$ cat src/rtl/ir_cap_pkg.sv
package ir_cap_pkg;
  typedef enum logic [1:0] {
    ST_WAIT  = 2'd0,
    ST_ARMED = 2'd1,
    ST_RUN   = 2'd2,
    ST_DONE  = 2'd3
  } cap_state_e;

  localparam int unsigned ADDR_W    = 8;
  localparam int unsigned WORD_W    = 32;
  localparam int unsigned ENTRY_W   = 8;
  localparam int unsigned PER_WORD  = WORD_W / ENTRY_W;

  localparam logic [ADDR_W-1:0] A_CTRL     = 8'h00;
  localparam logic [ADDR_W-1:0] A_PERIOD   = 8'h04;
  localparam logic [ADDR_W-1:0] A_RESTART  = 8'h08;
  localparam logic [ADDR_W-1:0] A_IRQ_EN   = 8'h0C;
  localparam logic [ADDR_W-1:0] A_IRQ_STAT = 8'h10;
  localparam logic [ADDR_W-1:0] A_CAP_BASE = 8'h40;

  localparam int unsigned CTRL_RX_BIT   = 0;
  localparam int unsigned CTRL_MEAS_BIT = 13;
  localparam int unsigned CTRL_LIM_LSB  = 16;
endpackage

$ cat src/rtl/ir_cap_sync.sv
module ir_cap_sync #(
  parameter bit ACTIVE_LOW = 1'b1
) (
  input  logic clk,
  input  logic rst_n,
  input  logic line_raw,
  output logic line_act
);
  localparam logic IDLE_LVL = ACTIVE_LOW;

  logic meta_q, sync_q;

  always_ff @(posedge clk or negedge rst_n) begin
    if (!rst_n) begin
      meta_q <= IDLE_LVL;
      sync_q <= IDLE_LVL;
    end else begin
      meta_q <= line_raw;
      sync_q <= meta_q;
    end
  end

  generate
    if (ACTIVE_LOW) begin : g_inv
      assign line_act = ~sync_q;
    end else begin : g_pass
      assign line_act = sync_q;
    end
  endgenerate
endmodule

$ cat src/rtl/ir_cap_prescaler.sv
module ir_cap_prescaler #(
  parameter int unsigned DIV_W = 16
) (
  input  logic             clk,
  input  logic             rst_n,
  input  logic             run_en,
  input  logic [DIV_W-1:0] div_i,
  output logic             tick_o
);
  logic [DIV_W-1:0] cnt_q;

  assign tick_o = run_en && (cnt_q == div_i);

  always_ff @(posedge clk or negedge rst_n) begin
    if (!rst_n)                cnt_q <= '0;
    else if (!run_en || tick_o) cnt_q <= '0;
    else                       cnt_q <= cnt_q + 1'b1;
  end

  // with a nonzero divider two samples never fall on adjacent clocks
  a_r2_tick_spacing: assert property (@(posedge clk) disable iff (!rst_n)
    (tick_o && div_i != '0) |=> (!tick_o || div_i == '0));
endmodule

$ cat src/rtl/ir_cap_engine.sv
module ir_cap_engine
  import ir_cap_pkg::*;
#(
  parameter int unsigned NWORDS = 17
) (
  input  logic                       clk,
  input  logic                       rst_n,
  input  logic                       tick,
  input  logic                       act,
  input  logic                       restart,
  input  logic [ENTRY_W-1:0]         lim,
  output logic [NWORDS*WORD_W-1:0]   words_o,
  output logic                       done_pulse
);
  localparam int unsigned NSLOT = NWORDS * PER_WORD;
  localparam int unsigned IDX_W = $clog2(NSLOT);
  localparam int unsigned POS_W = $clog2(NSLOT * ENTRY_W);
  localparam logic [IDX_W-1:0] LAST_IDX = IDX_W'(NSLOT - 1);
  localparam logic [ENTRY_W-1:0] SAT = '1;

  cap_state_e          st_q, st_d;
  logic [IDX_W-1:0]    idx_q, idx_d;
  logic [ENTRY_W-1:0]  wid_q, wid_d;
  logic                lvl_q, lvl_d;
  logic                wr_en;
  logic [ENTRY_W-1:0]  wr_val;
  logic [ENTRY_W-1:0]  lim_eff;
  logic [NSLOT*ENTRY_W-1:0] slots_q;
  logic [POS_W-1:0]    wr_pos;

  assign lim_eff = (lim == '0) ? SAT : lim;
  assign wr_pos  = POS_W'(idx_q) << $clog2(ENTRY_W);

  always_comb begin
    st_d       = st_q;
    idx_d      = idx_q;
    wid_d      = wid_q;
    lvl_d      = lvl_q;
    wr_en      = 1'b0;
    wr_val     = wid_q;
    done_pulse = 1'b0;
    if (restart) begin
      st_d  = ST_WAIT;
      idx_d = '0;
      wid_d = '0;
      lvl_d = 1'b0;
    end else if (tick) begin
      unique case (st_q)
        ST_WAIT: if (!act) st_d = ST_ARMED;
        ST_ARMED: if (act) begin
          st_d  = ST_RUN;
          lvl_d = 1'b1;
          wid_d = ENTRY_W'(1);
          idx_d = '0;
        end
        ST_RUN: begin
          if (act == lvl_q) begin
            if (!lvl_q && ({1'b0, wid_q} + 1'b1 >= {1'b0, lim_eff})) begin
              wr_en      = 1'b1;
              wr_val     = SAT;
              st_d       = ST_DONE;
              done_pulse = 1'b1;
            end else if (wid_q != SAT) begin
              wid_d = wid_q + 1'b1;
            end
          end else begin
            wr_en = 1'b1;
            if (idx_q == LAST_IDX) begin
              st_d       = ST_DONE;
              done_pulse = 1'b1;
            end else begin
              idx_d = idx_q + 1'b1;
              lvl_d = act;
              wid_d = ENTRY_W'(1);
            end
          end
        end
        default: ;
      endcase
    end
  end

  always_ff @(posedge clk or negedge rst_n) begin
    if (!rst_n) begin
      st_q  <= ST_WAIT;
      idx_q <= '0;
      wid_q <= '0;
      lvl_q <= 1'b0;
    end else begin
      st_q  <= st_d;
      idx_q <= idx_d;
      wid_q <= wid_d;
      lvl_q <= lvl_d;
    end
  end

  always_ff @(posedge clk or negedge rst_n) begin
    if (!rst_n)       slots_q <= '0;
    else if (restart) slots_q <= '0;
    else if (wr_en)   slots_q[wr_pos +: ENTRY_W] <= wr_val;
  end

  assign words_o = slots_q;

  // the write index never leaves the bank while capturing
  a_r7_index_in_bank: assert property (@(posedge clk) disable iff (!rst_n)
    (st_q == ST_RUN) |-> (idx_q <= LAST_IDX));
  // a restart empties the bank and rearms the receiver
  a_r9_restart_clears: assert property (@(posedge clk) disable iff (!rst_n)
    restart |=> (st_q == ST_WAIT && slots_q == '0));
  // a finished message is frozen until restart
  a_r8_frozen_bank: assert property (@(posedge clk) disable iff (!rst_n)
    (st_q == ST_DONE && !restart) |=> $stable(slots_q));
  // capture begins with a one-sample mark
  a_r3_first_is_mark: assert property (@(posedge clk) disable iff (!rst_n)
    (st_q == ST_RUN && $past(st_q) == ST_ARMED) |-> (lvl_q && wid_q == ENTRY_W'(1) && idx_q == '0));
endmodule

$ cat src/rtl/ir_cap_regs.sv
module ir_cap_regs
  import ir_cap_pkg::*;
#(
  parameter int unsigned NWORDS  = 17,
  parameter int unsigned DIV_W   = 16,
  parameter logic [DIV_W-1:0]   DEF_DIV = 16'd2299,
  parameter logic [ENTRY_W-1:0] DEF_LIM = 8'd200
) (
  input  logic                     clk,
  input  logic                     rst_n,
  input  logic                     req_valid,
  output logic                     req_ready,
  input  logic                     req_write,
  input  logic [ADDR_W-1:0]        req_addr,
  input  logic [WORD_W-1:0]        req_wdata,
  output logic                     rsp_valid,
  input  logic                     rsp_ready,
  output logic [WORD_W-1:0]        rsp_data,
  input  logic [NWORDS*WORD_W-1:0] words_i,
  input  logic                     done_pulse,
  output logic                     run_en,
  output logic [DIV_W-1:0]         div_o,
  output logic [ENTRY_W-1:0]       lim_o,
  output logic                     restart_o,
  output logic                     irq
);
  localparam int unsigned WIDX_W = ADDR_W - 2;
  localparam logic [WIDX_W-1:0] CAP_W0 = A_CAP_BASE[ADDR_W-1:2];

  logic rx_en_q, meas_en_q, irq_en_q, pend_q;
  logic [ENTRY_W-1:0] lim_q;
  logic [DIV_W-1:0]   div_q;
  logic rsp_valid_q;
  logic [WORD_W-1:0]  rsp_data_q, rd_val;
  logic acc, wr_acc, rd_acc, clr_hit, cap_hit;
  logic [WIDX_W-1:0]  widx;
  logic unused_bits;

  assign req_ready = !rsp_valid_q || rsp_ready;
  assign acc       = req_valid && req_ready;
  assign wr_acc    = acc && req_write;
  assign rd_acc    = acc && !req_write;
  assign restart_o = wr_acc && (req_addr == A_RESTART) && req_wdata[0];
  assign clr_hit   = wr_acc && (req_addr == A_IRQ_STAT) && req_wdata[0];
  assign widx      = req_addr[ADDR_W-1:2] - CAP_W0;
  assign cap_hit   = (req_addr >= A_CAP_BASE) && (widx < WIDX_W'(NWORDS));
  assign unused_bits = ^{req_addr[1:0], req_wdata[WORD_W-1:CTRL_LIM_LSB+ENTRY_W]};

  always_comb begin
    rd_val = '0;
    unique case (req_addr)
      A_CTRL: begin
        rd_val[CTRL_RX_BIT]   = rx_en_q;
        rd_val[CTRL_MEAS_BIT] = meas_en_q;
        rd_val[CTRL_LIM_LSB +: ENTRY_W] = lim_q;
      end
      A_PERIOD:   rd_val[DIV_W-1:0] = div_q;
      A_IRQ_EN:   rd_val[0] = irq_en_q;
      A_IRQ_STAT: rd_val[0] = pend_q;
      default: begin
        for (int w = 0; w < NWORDS; w++) begin
          if (cap_hit && widx == WIDX_W'(w)) rd_val = words_i[w*WORD_W +: WORD_W];
        end
      end
    endcase
  end

  always_ff @(posedge clk or negedge rst_n) begin
    if (!rst_n) begin
      rx_en_q   <= 1'b0;
      meas_en_q <= 1'b0;
      lim_q     <= DEF_LIM;
      div_q     <= DEF_DIV;
      irq_en_q  <= 1'b0;
    end else if (wr_acc) begin
      unique case (req_addr)
        A_CTRL: begin
          rx_en_q   <= req_wdata[CTRL_RX_BIT];
          meas_en_q <= req_wdata[CTRL_MEAS_BIT];
          lim_q     <= req_wdata[CTRL_LIM_LSB +: ENTRY_W];
        end
        A_PERIOD: div_q    <= req_wdata[DIV_W-1:0];
        A_IRQ_EN: irq_en_q <= req_wdata[0];
        default: ;
      endcase
    end
  end

  always_ff @(posedge clk or negedge rst_n) begin
    if (!rst_n)          pend_q <= 1'b0;
    else if (done_pulse) pend_q <= 1'b1;
    else if (clr_hit)    pend_q <= 1'b0;
  end

  always_ff @(posedge clk or negedge rst_n) begin
    if (!rst_n) begin
      rsp_valid_q <= 1'b0;
      rsp_data_q  <= '0;
    end else if (rd_acc) begin
      rsp_valid_q <= 1'b1;
      rsp_data_q  <= rd_val;
    end else if (rsp_ready) begin
      rsp_valid_q <= 1'b0;
    end
  end

  assign rsp_valid = rsp_valid_q;
  assign rsp_data  = rsp_data_q;
  assign run_en    = rx_en_q && meas_en_q;
  assign div_o     = div_q;
  assign lim_o     = lim_q;
  assign irq       = pend_q && irq_en_q;

  // an unconsumed response is held unchanged
  a_r11_hold_response: assert property (@(posedge clk) disable iff (!rst_n)
    (rsp_valid_q && !rsp_ready) |=> (rsp_valid_q && $stable(rsp_data_q)));
  // message completion always leaves the pending flag set
  a_r10_done_sets_pending: assert property (@(posedge clk) disable iff (!rst_n)
    done_pulse |=> pend_q);
  // restart leaves the pending flag alone
  a_r9_restart_keeps_pending: assert property (@(posedge clk) disable iff (!rst_n)
    (restart_o && !clr_hit && !done_pulse) |=> (pend_q == $past(pend_q)));
endmodule

$ cat src/rtl/ir_capture_ctrl.sv
module ir_capture_ctrl
  import ir_cap_pkg::*;
#(
  parameter int unsigned NWORDS     = 17,
  parameter int unsigned DIV_W      = 16,
  parameter logic [DIV_W-1:0]   DEF_DIV = 16'd2299,
  parameter logic [ENTRY_W-1:0] DEF_LIM = 8'd200,
  parameter bit          ACTIVE_LOW = 1'b1
) (
  input  logic        clk,
  input  logic        rst_n,
  input  logic        ir_in,
  input  logic        req_valid,
  output logic        req_ready,
  input  logic        req_write,
  input  logic [7:0]  req_addr,
  input  logic [31:0] req_wdata,
  output logic        rsp_valid,
  input  logic        rsp_ready,
  output logic [31:0] rsp_data,
  output logic        irq
);
  logic line_act, tick, run_en, restart, done_pulse;
  logic [DIV_W-1:0]   div;
  logic [ENTRY_W-1:0] lim;
  logic [NWORDS*WORD_W-1:0] words;

  ir_cap_sync #(.ACTIVE_LOW(ACTIVE_LOW)) u_sync (
    .clk(clk), .rst_n(rst_n), .line_raw(ir_in), .line_act(line_act));

  ir_cap_prescaler #(.DIV_W(DIV_W)) u_presc (
    .clk(clk), .rst_n(rst_n), .run_en(run_en), .div_i(div), .tick_o(tick));

  ir_cap_engine #(.NWORDS(NWORDS)) u_engine (
    .clk(clk), .rst_n(rst_n), .tick(tick), .act(line_act), .restart(restart),
    .lim(lim), .words_o(words), .done_pulse(done_pulse));

  ir_cap_regs #(.NWORDS(NWORDS), .DIV_W(DIV_W), .DEF_DIV(DEF_DIV), .DEF_LIM(DEF_LIM)) u_regs (
    .clk(clk), .rst_n(rst_n),
    .req_valid(req_valid), .req_ready(req_ready), .req_write(req_write),
    .req_addr(req_addr), .req_wdata(req_wdata),
    .rsp_valid(rsp_valid), .rsp_ready(rsp_ready), .rsp_data(rsp_data),
    .words_i(words), .done_pulse(done_pulse), .run_en(run_en), .div_o(div),
    .lim_o(lim), .restart_o(restart), .irq(irq));
endmodule

$ cat config.mk
export PLATFORM = sky130hd
export DESIGN_NAME = ir_capture_ctrl
export DESIGN_NICKNAME = d
export VERILOG_FILES = /design/src/rtl/ir_cap_pkg.sv /design/src/rtl/ir_cap_sync.sv /design/src/rtl/ir_cap_prescaler.sv /design/src/rtl/ir_cap_engine.sv /design/src/rtl/ir_cap_regs.sv /design/src/rtl/ir_capture_ctrl.sv
export SDC_FILE = /design/constraint.sdc
export NUM_CORES = 1
export LEC_CHECK = 0
export ABC_CLOCK_PERIOD_IN_PS = 4700
export BUFFER_PORTS_ARGS = -buffer_cell sky130_fd_sc_hd__buf_4
export CORE_ASPECT_RATIO = 0.6
export CORE_MARGIN = 10
export CORE_UTILIZATION = 50
export CTS_CLUSTER_SIZE = 16
export DETAILED_ROUTE_END_ITERATION = 6
export HOLD_SLACK_MARGIN = 0.02
export PLACE_DENSITY = 0.66
export SLEW_MARGIN = 0
export SYNTH_ARGS = -nofsm -noshare
export SYNTH_HDL_FRONTEND = slang
export SYNTH_SLANG_ARGS = --single-unit
$ cat constraint.sdc
create_clock -name clk -period 4.7 [get_ports clk]
set_input_delay 0.94 -clock clk [delete_from_list [all_inputs] [get_ports clk]]
set_output_delay 0.94 -clock clk [all_outputs]
set_load 0.01 [all_outputs]
# Word level (Yosys, flattened, before mapping)
# Index checks and enable logic that the tools add are counted.
# Widths: inputs -> output; s select.
# classes
addsub	6
n_lt_le_gt_ge	3
eq_ne	35
shift	2
muxes	75
bitwise_logic	1
n_reduce_logical	55
# ops
cell	n
$mux 544	2
$bwmux 544	1
$mux 32	17
$shift 8x12->544 const A	1
$shiftx 8x12->544	1
$mux 8	14
$eq 6x4->1 const B	8
$mux 7	5
$pmux 8 s2	2
$logic_and 1x1->1	29
$eq 6x3->1 const B	4
$pmux 12 s2	1
$mux 1	19
$add 16x1->16 const B	1
$eq 16x16->1	1
$eq 8x4->1 const B	2
$logic_not 8->1	2
$mux 16	1
$mux 2	7
$pmux 7 s2	1
$eq 6x2->1 const B	2
$ne 3x3->1 const B	4
$ne 4x4->1 const B	3
$neg 10->12	1
37 further kinds	48
# word_totals
ff_bits	641
input_bits	46
output_inout_bits	35

# Depth between registers and ports, before layout
# logic_depth
depth_word	22
depth_mapped	14

# Modules after synthesis
# From an unflattened synthesis, not the netlist that was laid out.
# unflattened
cells_unflattened	3393
hier_area_um2	33918.8
# modules_own_cells
mod	n_inst	cells_each	area_per_inst_um2	seq_area_each_um2
ir_cap_engine	1	2244	24770.0	14063.5
ir_cap_regs	1	1045	8097.8	1540.2
ir_cap_prescaler	1	101	994.7	400.4
ir_cap_sync	1	3	56.3	52.6

# Worst setup path before layout
# OpenSTA, ideal clock, no wires.
# synth_path
kind	reg-to-reg
from	register u_regs.lim_q[4] (netlist: u_regs.lim_o[4])
to	register u_engine.slots_q[143] (netlist: u_engine.words_o[143])
setup_time_ps	144
arrival_time_ps	3328
setup_slack_ps	1228
path_stages_with_launch	15
path_buffers	3
period_less_slack_ps	3472
path_cell_list	dfrtp_1 > nor4_1 > nand2_1 > nor2_1 > nor2_1 > ha_1 > o21ai_0 > a21oi_1 > o31ai_2 > buf_2 > a21oi_1 > a21oi_2 > buf_2 > buf_2 > o22ai_1
# synth_via
elab_chain_cells	13
elab_cells_between_ends	19
classes_between	1 x order compare; 1 x shift; 14 x mux; 3 x reduce/logical
# synth_rtl
element	line_no	rtl
start: declaration	ir_cap_regs.sv:31	logic [ENTRY_W-1:0] lim_q;
start signal: assignment	ir_cap_regs.sv:80	lim_q <= req_wdata[CTRL_LIM_LSB +: ENTRY_W];
$logic_not 8->1	ir_cap_engine.sv:31	assign lim_eff = (lim == '0) ? SAT : lim;
$mux 8 (*)	ir_cap_engine.sv:31	
$ge 9x8->1 (*)	ir_cap_engine.sv:58	if (!lvl_q && ({1'b0, wid_q} + 1'b1 >= {1'b0, lim_eff})) begin
$logic_and 1x1->1 (*)	ir_cap_engine.sv:58	
$mux 8	ir_cap_engine.sv:58	
$mux 8	ir_cap_engine.sv:57	if (act == lvl_q) begin
$mux 8	ir_cap_engine.sv:48	unique case (st_q)
$mux 8	ir_cap_engine.sv:47	end else if (tick) begin
$mux 8	ir_cap_engine.sv:42	if (restart) begin
$shiftx 8x12->544	ir_cap_engine.sv:100	else if (wr_en) slots_q[wr_pos +: ENTRY_W] <= wr_val;
$bwmux 544	ir_cap_engine.sv:100	
$mux 544	ir_cap_engine.sv:100	
$mux 544	ir_cap_engine.sv:99	else if (restart) slots_q <= '0;
end signal: indexed assignment	ir_cap_engine.sv:100	
end: declaration	ir_cap_engine.sv:28	logic [NSLOT*ENTRY_W-1:0] slots_q;
# Mark *: on every way between the ends. The rest lies on a longest branch, timed or not. The select of a mux whose other input is x is not followed.
# A chain may end at the register's enable or synchronous reset.

# Worst setup path after layout
# layout_path
from	register u_regs.lim_q[4] (netlist: u_regs.lim_o[4])
to	register u_engine.slots_q[280] (netlist: u_engine.words_o[280])
# The elaborated chain is that of the path after synthesis.

==> results.json <==
{
  "regArea_sq_um": 16100,
  "port_buffers": 72,
  "dp_worst_setup_slack_ns": 0.480,
  "post_cts.repair.setup_buffers": 0,
  "vdd_drop_max_mv": 0.264,
  "grt_max_degree": 160,
  "cts_tree": "built",
  "max_freq_mhz": 235,
  "violations": "DRC",
  "cp-end-kind": "flop",
  "grt.total_usage_pct": 34.9,
  "tightest_slew_ns": 1.24,
  "io-pin-count": 81,
  "ant_nets": 0,
  "outcome": "finished, violations left",
  "cts_made_buffers": 60,
  "syn-instance-count": 3254,
  "htreeDepth": 2,
  "setup_ws_ns": 0.447,
  "multi_input_comb_area_sq_um": 14800,
  "ys_ff_latch": 641,
  "die_w_um": 346,
  "fin_nets": 3378,
  "root_buffer": "clkbuf_16",
  "cts.sinks": 641,
  "grt_overflow": 0,
  "coreArea_sq_um": 62900,
  "reg2reg_depth": 12,
  "synthesis.nets": 3321,
  "grt_pass1_wl_um": 197000,
  "synth_edf_count": 0,
  "drt_iter0_drc": 5032,
  "yosysSeqAreaShare_pct": 50.3,
  "antenna_found_initial": 5,
  "rows": 71,
  "power_density_nw_per_um2": 314,
  "cts_hold_buf": 0,
  "hold_violations": 0,
  "viasPerCell": 7.29,
  "r2r_slack_ns": 0.45,
  "async_reset_ff_share_pct": 100,
  "cp.arrival_ns": 4.83,
  "finalSetupTns_ns": 0,
  "r2r_end": "u_engine.words_o[280]",
  "leakage_nw": 15.0,
  "clk_path_buf_depth": 3,
  "via_count": 30600,
  "firstDrtPassIters": 7,
  "finalMaxSlewViolations": 0,
  "r2r-start": "u_regs.lim_o[4]",
  "maxCapViolations": 0,
  "rsz0062_at_grt": "no",
  "finClkSkew_ns": 0.0256,
  "initial_core_util_pct": 50.7,
  "crit_type": "flop to flop",
  "drc_errors": 2,
  "post-route-util_pct": 58.0,
  "fp.dieH_um": 216,
  "insertion_delay_ns": 0.67,
  "drive_gt1_share_pct": 16.2,
  "ys.flop_type": "dfrtp_1",
  "cp-start-kind": "flop",
  "setup_viol": 0,
  "yosys_warnings": 0,
  "slew_headroom_pct": 17.3,
  "post-route-min-period_ns": 4.25,
  "yosys.cell_types.count": 88,
  "syn-cell-area_sq_um": 31900,
  "dpl.hpwl_um": 92900,
  "nFillCells": 5284,
  "grt_pass1_vias": 28900,
  "cts.repair.resized": 0,
  "avgSynthCellArea_sq_um": 9.80,
  "syn_to_final_growth_pct": 14.3,
  "fin_crit_sh_pct": 90.5,
  "place_congestion": 1.00,
  "crit_fanout": 10,
  "hp-class": "primary input to asynchronous set/reset pin",
  "wire_per_inst_um": 32.4,
  "required_ns": 5.28,
  "clk_pin_slew_ns": 0.07,
  "dieArea_sq_um": 74600,
  "drt-total-wl_um": 136000
}
[sequential cells by signal, summed over array words and instances, names as in the netlist, 2 cells and up]
name / count
u_engine.words_o: 544
u_regs.lim_o: 8
u_engine.idx_q: 7
u_engine.st_q: 2
u_regs.div_o: 16
u_engine.wid_q: 8
u_regs.rsp_data: 32
u_presc.cnt_q: 16
[cells in the mapped netlist (12+ instances only)]
master,n,share of area (%)
inv_1,25,0.29
o221ai_1,23,0.63
nor4_1,22,0.43
a21oi_1,219,3.4
nand4_1,22,0.43
a221oi_1,18,0.49
a22o_1,16,0.44
buf_1,18,0.21
a222oi_1,14,0.44
a221o_1,12,0.38
dfstp_2,13,1.1
mux2_2,57,2.0
nor3_1,79,1.2
nand3_1,100,1.6
clkbuf_1,199,2.3
nor2_1,149,1.8
a31oi_1,34,0.67
xor2_1,25,0.69
o22ai_1,275,5.4
a211oi_1,77,1.8
and2_1,30,0.59
ha_1,21,0.82
mux2i_1,33,1.0
and3_1,13,0.25
o21ai_0,188,2.9
o2bb2ai_1,149,4.1
a22oi_1,50,1.2
buf_2,65,1.0
dfrtp_1,628,49
nand2_1,373,4.4
o211ai_1,53,1.2
nor4_2,18,0.71
nand2b_1,21,0.41
nor2b_1,18,0.35
[worst max-delay path by stage]
| stage | startpoint | end | slack, ns | cells after the start |
|---|---|---|---|---|
| after floorplan | u_regs.lim_o[4] | u_engine.words_o[143] | 1.23 | 14 |
| after global placement | req_addr[6] | u_engine.words_o[235] | 0.53 | 10 |
| after detailed placement | req_addr[6] | u_engine.words_o[459] | 0.48 | 10 |
| after CTS | u_regs.lim_o[4] | u_engine.wid_q[6] | 0.51 | 14 |
| after global routing | u_regs.lim_o[5] | u_engine.wid_q[3] | 0.20 | 14 |
| final | u_regs.lim_o[4] | u_engine.words_o[280] | 0.45 | 12 |
[cell families after synthesis]
| kind of cell | share of synthesized area (%) |
|---|---|
| AND/OR/NAND/NOR | 13.8 |
| buffers and inverters | 3.90 |
| adder cells (fa/ha/maj) | 0.824 |
| multiplexers | 3.40 |
| AO/OA/AOI/OAI | 26.7 |
| flip-flops | 50.3 |
| XOR/XNOR | 0.988 |
[report_power, final]
| group | switching (mW) | total [mW] | internal [mW] |
|---|---|---|---|
| clock | 2.27 | 5.04 | 2.77 |
| combinational | 0.567 | 0.794 | 0.227 |
| sequential | 0.0470 | 5.61 | 5.56 |
| total | 2.89 | 11.4 | 8.56 |
[cells in the final DEF (no fill, tap or decap), drive strengths merged, types with 33 or more instances in the layout]
master and instances:
buf 278, a211oi 78, o211ai 53, a21oi 228
o22ai 276, o21ai 189, mux2 57, o2bb2ai 149
nor4 40, nor2 149, dfrtp 628, a22oi 51
nand2 373, a31oi 34, clkbuf 85, nand3 104
nor3 81, mux2i 33
[cell type report]
| class | instances | area share (%) |
|---|---|---|
| Antenna cell | 3 | 0.0206 |
| Clock buffer | 85 | 4.87 |
| Clock inverter | 20 | 0.528 |
| Inverter | 26 | 0.268 |
| Multi-Input combinational cell | 2304 | 40.5 |
| Sequential cell | 641 | 44.0 |
| Tap cell | 839 | 2.88 |
| Timing Repair Buffer | 278 | 6.87 |
[critical path: stages, from the launching register on]
cell and delay (ns):
dfrtp_1 0.38, nor4_1 0.40, nand2_1 0.09, nor2_1 0.31
nor2_1 0.10, ha_1 0.31, nand4_1 0.09, nor2_1 0.19
o31ai_4 0.21, buf_4 0.22, a2111oi_4 0.94, nand3_1 0.59
o2bb2ai_1 0.34
[stage by stage]
step	power, mW	cell area, sq um	cells	hold slack, ns
global placement	6.46	34500	4088	0.346
global route	11.7	36500	4193	0.336
CTS	11.4	36500	4193	0.310
detailed placement	6.47	34500	4088	0.347
finish	11.4	36500	4196	0.280
floorplan	6.02	31900	3254	0.345
[routing by layer]
metal | share of wire [%] | up-vias | track usage (%)
met5 | 0.0096 | - | 0
met4 | 4.1 | 2 | 13.1
met3 | 16 | 361 | 14.1
met2 | 40 | 2407 | 47.1
met1 | 40 | 15300 | 49.2
li1 | - | 12500 | -
Power figures use the tool's default switching activity.
